### src/rtl/dbg_acs_pkg.sv
package dbg_acs_pkg;

  localparam logic [2:0] ERR_NONE   = 3'd0;
  localparam logic [2:0] ERR_BUSY   = 3'd1;
  localparam logic [2:0] ERR_NOTSUP = 3'd2;

  localparam logic [31:0] INSN_EBREAK = 32'h0010_0073;
  localparam logic [31:0] INSN_NOP    = 32'h0000_0013;

  localparam logic [6:0] OPC_LOAD  = 7'b0000011;
  localparam logic [6:0] OPC_STORE = 7'b0100011;
  localparam logic [6:0] OPC_JAL   = 7'b1101111;

  typedef struct packed {
    logic [7:0]  kind;
    logic        rsvd_a;
    logic [2:0]  size;
    logic        rsvd_b;
    logic        postexec;
    logic        transfer;
    logic        write;
    logic [15:0] regno;
  } acmd_t;

  function automatic logic [31:0] enc_load(input logic [4:0] rd, input logic [2:0] f3,
                                           input logic [11:0] imm);
    return {imm, 5'd0, f3, rd, OPC_LOAD};
  endfunction

  function automatic logic [31:0] enc_store(input logic [4:0] rs2, input logic [2:0] f3,
                                            input logic [11:0] imm);
    return {imm[11:5], rs2, 5'd0, f3, imm[4:0], OPC_STORE};
  endfunction

  // off_hw holds offset bits [20:1]
  function automatic logic [31:0] enc_jal(input logic [4:0] rd, input logic [19:0] off_hw);
    return {off_hw[19], off_hw[9:0], off_hw[10], off_hw[18:11], rd, OPC_JAL};
  endfunction

endpackage

### src/rtl/acs_decode.sv
module acs_decode
  import dbg_acs_pkg::*;
(
  input  acmd_t      cmd_i,
  input  logic       busy_i,
  output logic       accept_o,
  output logic [2:0] err_o
);
  logic kind_ok, reg_ok, size_ok;

  assign kind_ok = (cmd_i.kind == 8'h00);
  assign reg_ok  = (cmd_i.regno[15:5] == 11'h080);
  assign size_ok = (cmd_i.size == 3'd2) || (cmd_i.size == 3'd3);

  always_comb begin
    accept_o = 1'b0;
    err_o    = ERR_NONE;
    if (busy_i)                                          err_o = ERR_BUSY;
    else if (!kind_ok)                                   err_o = ERR_NOTSUP;
    else if (cmd_i.transfer && (!reg_ok || !size_ok))    err_o = ERR_NOTSUP;
    else                                                 accept_o = 1'b1;
  end
endmodule

### src/rtl/acs_stub_gen.sv
module acs_stub_gen
  import dbg_acs_pkg::*;
#(
  parameter logic [11:0] DATA_IMM = 12'h380,
  parameter logic [20:0] JAL_IMM  = 21'd4
) (
  input  acmd_t       cmd_i,
  output logic [31:0] word0_o,
  output logic [31:0] word1_o
);
  logic [2:0] f3;
  logic [4:0] gpr;

  assign f3  = {1'b0, cmd_i.size[1:0]};
  assign gpr = cmd_i.regno[4:0];

  always_comb begin
    if (!cmd_i.transfer)   word0_o = INSN_NOP;
    else if (cmd_i.write)  word0_o = enc_load(gpr, f3, DATA_IMM);
    else                   word0_o = enc_store(gpr, f3, DATA_IMM);
  end

  assign word1_o = cmd_i.postexec ? enc_jal(5'd0, JAL_IMM[20:1]) : INSN_EBREAK;
endmodule

### src/rtl/acs_go_flags.sv
module acs_go_flags #(
  parameter int HARTSEL_W = 2,
  localparam int NHARTS   = 1 << HARTSEL_W
) (
  input  logic                 clk_i,
  input  logic                 rst_ni,
  input  logic                 set_i,
  input  logic [HARTSEL_W-1:0] sel_i,
  input  logic [NHARTS-1:0]    ack_i,
  output logic [NHARTS-1:0]    go_o
);
  for (genvar h = 0; h < NHARTS; h++) begin : g_hart
    always_ff @(posedge clk_i or negedge rst_ni) begin
      if (!rst_ni)                                   go_o[h] <= 1'b0;
      else if (set_i && sel_i == HARTSEL_W'(h))      go_o[h] <= 1'b1;
      else if (ack_i[h])                             go_o[h] <= 1'b0;
    end
  end
endmodule

### src/rtl/dbg_abs_cmd_seq.sv
module dbg_abs_cmd_seq
  import dbg_acs_pkg::*;
#(
  parameter int HARTSEL_W      = 2,
  parameter int PROGBUF_WORDS  = 2,
  parameter int ABSTRACT_WORDS = 2,
  parameter int DATA_START     = 'h380,
  localparam int NHARTS        = 1 << HARTSEL_W,
  localparam int SEL_FIELD_W   = 10
) (
  input  logic                   clk_i,
  input  logic                   rst_ni,
  input  logic                   cmd_valid_i,
  input  logic [31:0]            cmd_i,
  input  logic                   sel_wr_i,
  input  logic [SEL_FIELD_W-1:0] sel_wdata_i,
  input  logic                   err_clr_i,
  input  logic [2:0]             err_clr_mask_i,
  input  logic [NHARTS-1:0]      go_ack_i,
  output logic [SEL_FIELD_W-1:0] sel_o,
  output logic [2:0]             cmderr_o,
  output logic [31:0]            stub0_o,
  output logic [31:0]            stub1_o,
  output logic [NHARTS-1:0]      go_o
);
  localparam int PROGBUF_START = DATA_START - (4 + 4 * PROGBUF_WORDS);
  localparam int ABS_START     = PROGBUF_START - 4 * ABSTRACT_WORDS;
  localparam int JAL_OFF       = PROGBUF_START - ABS_START - 4;
  localparam logic [11:0] DATA_IMM = 12'(DATA_START);
  localparam logic [20:0] JAL_IMM  = 21'(JAL_OFF);

  acmd_t                cmd;
  logic                 accept;
  logic [2:0]           dec_err;
  logic [31:0]          word0, word1;
  logic [HARTSEL_W-1:0] sel_q;
  logic                 unused_bits;

  assign cmd         = cmd_i;
  assign unused_bits = ^{cmd.rsvd_a, cmd.rsvd_b, sel_wdata_i[SEL_FIELD_W-1:HARTSEL_W]};

  acs_decode u_decode (
    .cmd_i    (cmd),
    .busy_i   (|go_o),
    .accept_o (accept),
    .err_o    (dec_err)
  );

  acs_stub_gen #(
    .DATA_IMM (DATA_IMM),
    .JAL_IMM  (JAL_IMM)
  ) u_stub (
    .cmd_i   (cmd),
    .word0_o (word0),
    .word1_o (word1)
  );

  acs_go_flags #(
    .HARTSEL_W (HARTSEL_W)
  ) u_go (
    .clk_i  (clk_i),
    .rst_ni (rst_ni),
    .set_i  (cmd_valid_i && accept),
    .sel_i  (sel_q),
    .ack_i  (go_ack_i),
    .go_o   (go_o)
  );

  always_ff @(posedge clk_i or negedge rst_ni) begin
    if (!rst_ni) begin
      stub0_o <= INSN_EBREAK;
      stub1_o <= INSN_EBREAK;
    end else if (cmd_valid_i && accept) begin
      stub0_o <= word0;
      stub1_o <= word1;
    end
  end

  // a new error wins over a clear in the same cycle
  always_ff @(posedge clk_i or negedge rst_ni) begin
    if (!rst_ni)                               cmderr_o <= ERR_NONE;
    else if (cmd_valid_i && dec_err != ERR_NONE) cmderr_o <= dec_err;
    else if (err_clr_i)                        cmderr_o <= cmderr_o & ~err_clr_mask_i;
  end

  always_ff @(posedge clk_i or negedge rst_ni) begin
    if (!rst_ni)       sel_q <= '0;
    else if (sel_wr_i) sel_q <= sel_wdata_i[HARTSEL_W-1:0];
  end

  assign sel_o = SEL_FIELD_W'(sel_q);
endmodule

### config.mk
export PLATFORM = sky130hd
export DESIGN_NAME = dbg_abs_cmd_seq
export DESIGN_NICKNAME = d
export VERILOG_FILES = /design/src/rtl/dbg_acs_pkg.sv /design/src/rtl/acs_decode.sv /design/src/rtl/acs_stub_gen.sv /design/src/rtl/acs_go_flags.sv /design/src/rtl/dbg_abs_cmd_seq.sv
export SDC_FILE = /design/constraint.sdc
export NUM_CORES = 1
export LEC_CHECK = 0
export ABC_AREA = 1
export BUFFER_PORTS_ARGS = -buffer_cell sky130_fd_sc_hd__buf_4
export CAP_MARGIN = 25
export CORE_MARGIN = 3
export CORE_UTILIZATION = 40
export CTS_CLUSTER_SIZE = 8
export DETAILED_ROUTE_END_ITERATION = 12
export PLACE_DENSITY = 0.81
export SETUP_SLACK_MARGIN = 0.15
export SYNTH_ARGS = -nofsm -noshare
export SYNTH_HDL_FRONTEND = slang
export SYNTH_SLANG_ARGS = --single-unit
### constraint.sdc
create_clock -name clk_i -period 1.71 [get_ports clk_i]
set_clock_uncertainty 0.15 [all_clocks]
set_input_delay 0 -clock clk_i [delete_from_list [all_inputs] [get_ports clk_i]]
set_output_delay 0 -clock clk_i [all_outputs]
set_load 0.01 [all_outputs]
==> impl_metrics.csv <==
group,metric,value,unit
synth,synthesis.area,1720,µm²
synth,synth-edff-count,0,
critical_path,critPathLaunchType,"flop",
drt,route.final.wire_length,4.06,mm
placement,placedCellCount,324,
cts,clk_latency,0.27,ns
critical_path,cp-end-kind,"flop",
synth,ys_top_cells_by_count,"buf_4 (54), nand2_1 (49), dfrtp_1 (22)",
synth,ys_ff_latch,27,
cts,cts_sinks,27,
placement,place_congestion,0.797,
drt,drtPass1Iterations,5,
floorplanning,initial_core_util,0.421,
final_layout,finalNonFillerCells,358,
pwr,ir_drop,0.302,mV
global_routing,gr-total-overflow,0,
floorplanning,io_pins,135,
pwr,power.leakage,1.33,nW
critical_path,crit_fanout,6,
timing,min_period,1.58,ns
final_layout,syn_to_final_growth,45.6,%
global_routing,grt_max_degree,28,
cts,cts_root_buf,"clkbuf_8",
final_layout,layout-drive-gt1-share,0.370,
pwr,pwr-share-clk,0.277,
cts,clk_path_buf_depth,2,
critical_path,worstSetupPathType,"flop to flop",
floorplanning,row_count,23,
synth,synth_top_area_share,0.320,
job,drv_cap,0,
synth,synth_cell_types,22,
min_path,hold_class,"input pin to asynchronous set/reset pin",
drt,drc_errors,0,
pwr,p_int,0.968,mW
drt,viasPerCell,4.12,
global_routing,antenna_found_initial,0,
timing,slew_viol_final,0,
status,outcome,"completed",
timing,hold_viol,0,
synth,synth_top_area_cell,"dfrtp_1",
pwr,p_sw,0.365,mW
timing,setup_violations,0,
final_layout,seq_area,682,µm²
pwr,power.density,532,nW/µm²
drt,drtAntennaViolNets,0,
pwr,share_seq_of_total_power,0.499,
placement,buffer_ports.inserted,75,
final_layout,fin_util,0.613,
global_routing,grt_pass1_vias,1407,
floorplanning,die_area,5120,µm²
global_routing,grt_util_all_layers,0.152,
timing,fin_tns_setup,0,ns
final_layout,n_antenna_cell,0,
cts,cts-buffers-inserted,3,
synth,yosysSeqAreaShare,0.397,
final_layout,multi_input_area,772,µm²
synth,synthCells,208,
floorplanning,die_w,71.6,µm
synth,yosysMostFrequentCell,"buf_4",
synth,ys_top_cells_by_area,"dfrtp_1 (32%), buf_4 (24%), nand2_1 (11%)",
floorplanning,die_h,71.6,µm
timing,period_share,0.925,
critical_path,crit_arrival,1.60,ns
drt,post_drt_wl_per_cell,11.3,µm
timing,max_freq,0.632,GHz
pwr,power.total,1.33,mW
pwr,sw_frac_of_total,0.274,
placement,dp_hpwl,2.89,mm
global_routing,grt_pass1_wl,6.31,mm
cts,htreeDepth,1,
final_layout,fin_nets,363,
synth,yosys_warnings,0,
drt,vias,1476,
pwr,power_frac_comb,0.224,
timing,rsz0062_at_grt,"yes",
cts,path_clk_slew,0.10,ns
synth,synth_flop_cell,"dfrtp_1",
critical_path,crit_required,1.72,ns
cts,tritoncts,"yes",
drt,drt_iter0_markers,40,
floorplanning,coreArea,4090,µm²
synth,synth.avg_cell_area,8.27,µm²
final_layout,final.fill_count,372,
synth,async_flop_share,1.00,
## per-layer routing
| layer | GRT usage | up-vias | wire length [µm] |
|---|---|---|---|
| met5 | 0 | - | 0 |
| met4 | 0.0251 | 0 | 0 |
| met3 | 0.0323 | 0 | 349 |
| met2 | 0.286 | 78 | 2200 |
| met1 | 0.178 | 658 | 1510 |
| li1 | - | 740 | - |
## path summary, 6_finish.rpt
| check | startpoint | endpoint | slack (ns) | cells after the start |
|---|---|---|---|---|
| min in group clk_i | cmd_i[24] | cmderr_o[2] | 0.06 | 8 |
| worst max-delay path | u_go.go_o[1] | stub0_o[28] | 0.13 | 7 |
| max in group asynchronous | rst_ni | stub0_o[6] | 1.09 | 2 |
| worst min register to register | stub0_o[6] | stub0_o[6] | 0.31 | 2 |
| worst max register to register | u_go.go_o[1] | stub0_o[28] | 0.13 | 7 |
| worst min-delay path | rst_ni | stub0_o[10] | 0.02 | 2 |
## area by class of cell
type                       instances  area share
tap                               50      0.0250
clock buffer                       3      0.0165
sequential                        27       0.272
clock inverter                     1     0.00300
timing repair buffer             104       0.342
inverter                          22      0.0330
multi-input combinational        151       0.308
## power by group through the flow
| stage | Sequential (mW) | Clock, mW | Combinational (mW) |
|---|---|---|---|
| 2_1_floorplan | 0.682 | 0 | 0.189 |
| 6_report | 0.666 | 0.369 | 0.299 |
| 4_1_cts | 0.665 | 0.382 | 0.293 |
| 3_3_place_gp | 0.676 | 0 | 0.233 |
| 3_5_place_dp | 0.677 | 0 | 0.236 |
| 5_1_grt | 0.668 | 0.410 | 0.329 |
## repair_timing
action                                  4_1_cts  5_1_grt
gates resized for setup                       6        7
endpoints found under the setup margin       21       24
hold buffers                                 25        0
pin swaps                                     1        1
buffers inserted                              2        1
gates cloned                                  2        0
endpoints found under the hold margin        53        0
## critical path, cell delays in order, from the launching register on
cell and delay [ns]:
dfrtp_1 0.42, nor4_4 0.31, inv_2 0.11, nor2_8 0.17, buf_12 0.14, nand2_8 0.07, nand2_2 0.06, nand2_1 0.05
## layout by cell type, fill, tap and decap left out
cell / count
clkinvlp_4: 1
o21ai_2: 1
nand2_4: 1
nor2_1: 12
nand3b_1: 1
nand3_1: 6
inv_1: 20
nor4_4: 1
conb_1: 49
clkbuf_8: 3
nand2_1: 43
dfrtp_1: 22
nand3_2: 3
o21ai_1: 13
dfstp_2: 5
nand2_2: 9
nor2_8: 1
nand2_8: 2
o21ai_0: 3
dlygate4sd3_1: 25
inv_2: 2
o22ai_2: 4
buf_4: 78
a21oi_2: 1
nand3_4: 1
buf_12: 1
## flip-flops by register name (all words and copies together) (netlist names)
signal and cells:
cmderr_o 3, sel_q 2, stub0_o 16, stub1_o 2, u_go.go_o 4
## through the flow
stage / worst slack, ns / hold slack [ns] / area, µm²
4_1_cts: 0.119 / 0.0271 / 2470
5_1_grt: 0.0283 / 0.0639 / 2500
6_report: 0.129 / 0.0244 / 2500
3_5_place_dp: 0.0601 / -0.218 / 2100
2_1_floorplan: 0.152 / -0.446 / 1900
3_3_place_gp: 0.0969 / -0.222 / 2100
## cells by family (layout without fill, tap and decap cells)
group | count (synthesis) | count (layout) | synth area share
AOI/OAI and AO/OA | 22 | 22 | 0.0837
buffers and inverters | 79 | 130 | 0.300
DFF | 27 | 27 | 0.397
other | 2 | 49 | 0.00437
and+or+nand+nor | 78 | 80 | 0.215
No activity file was read; power rests on OpenSTA's default activity.
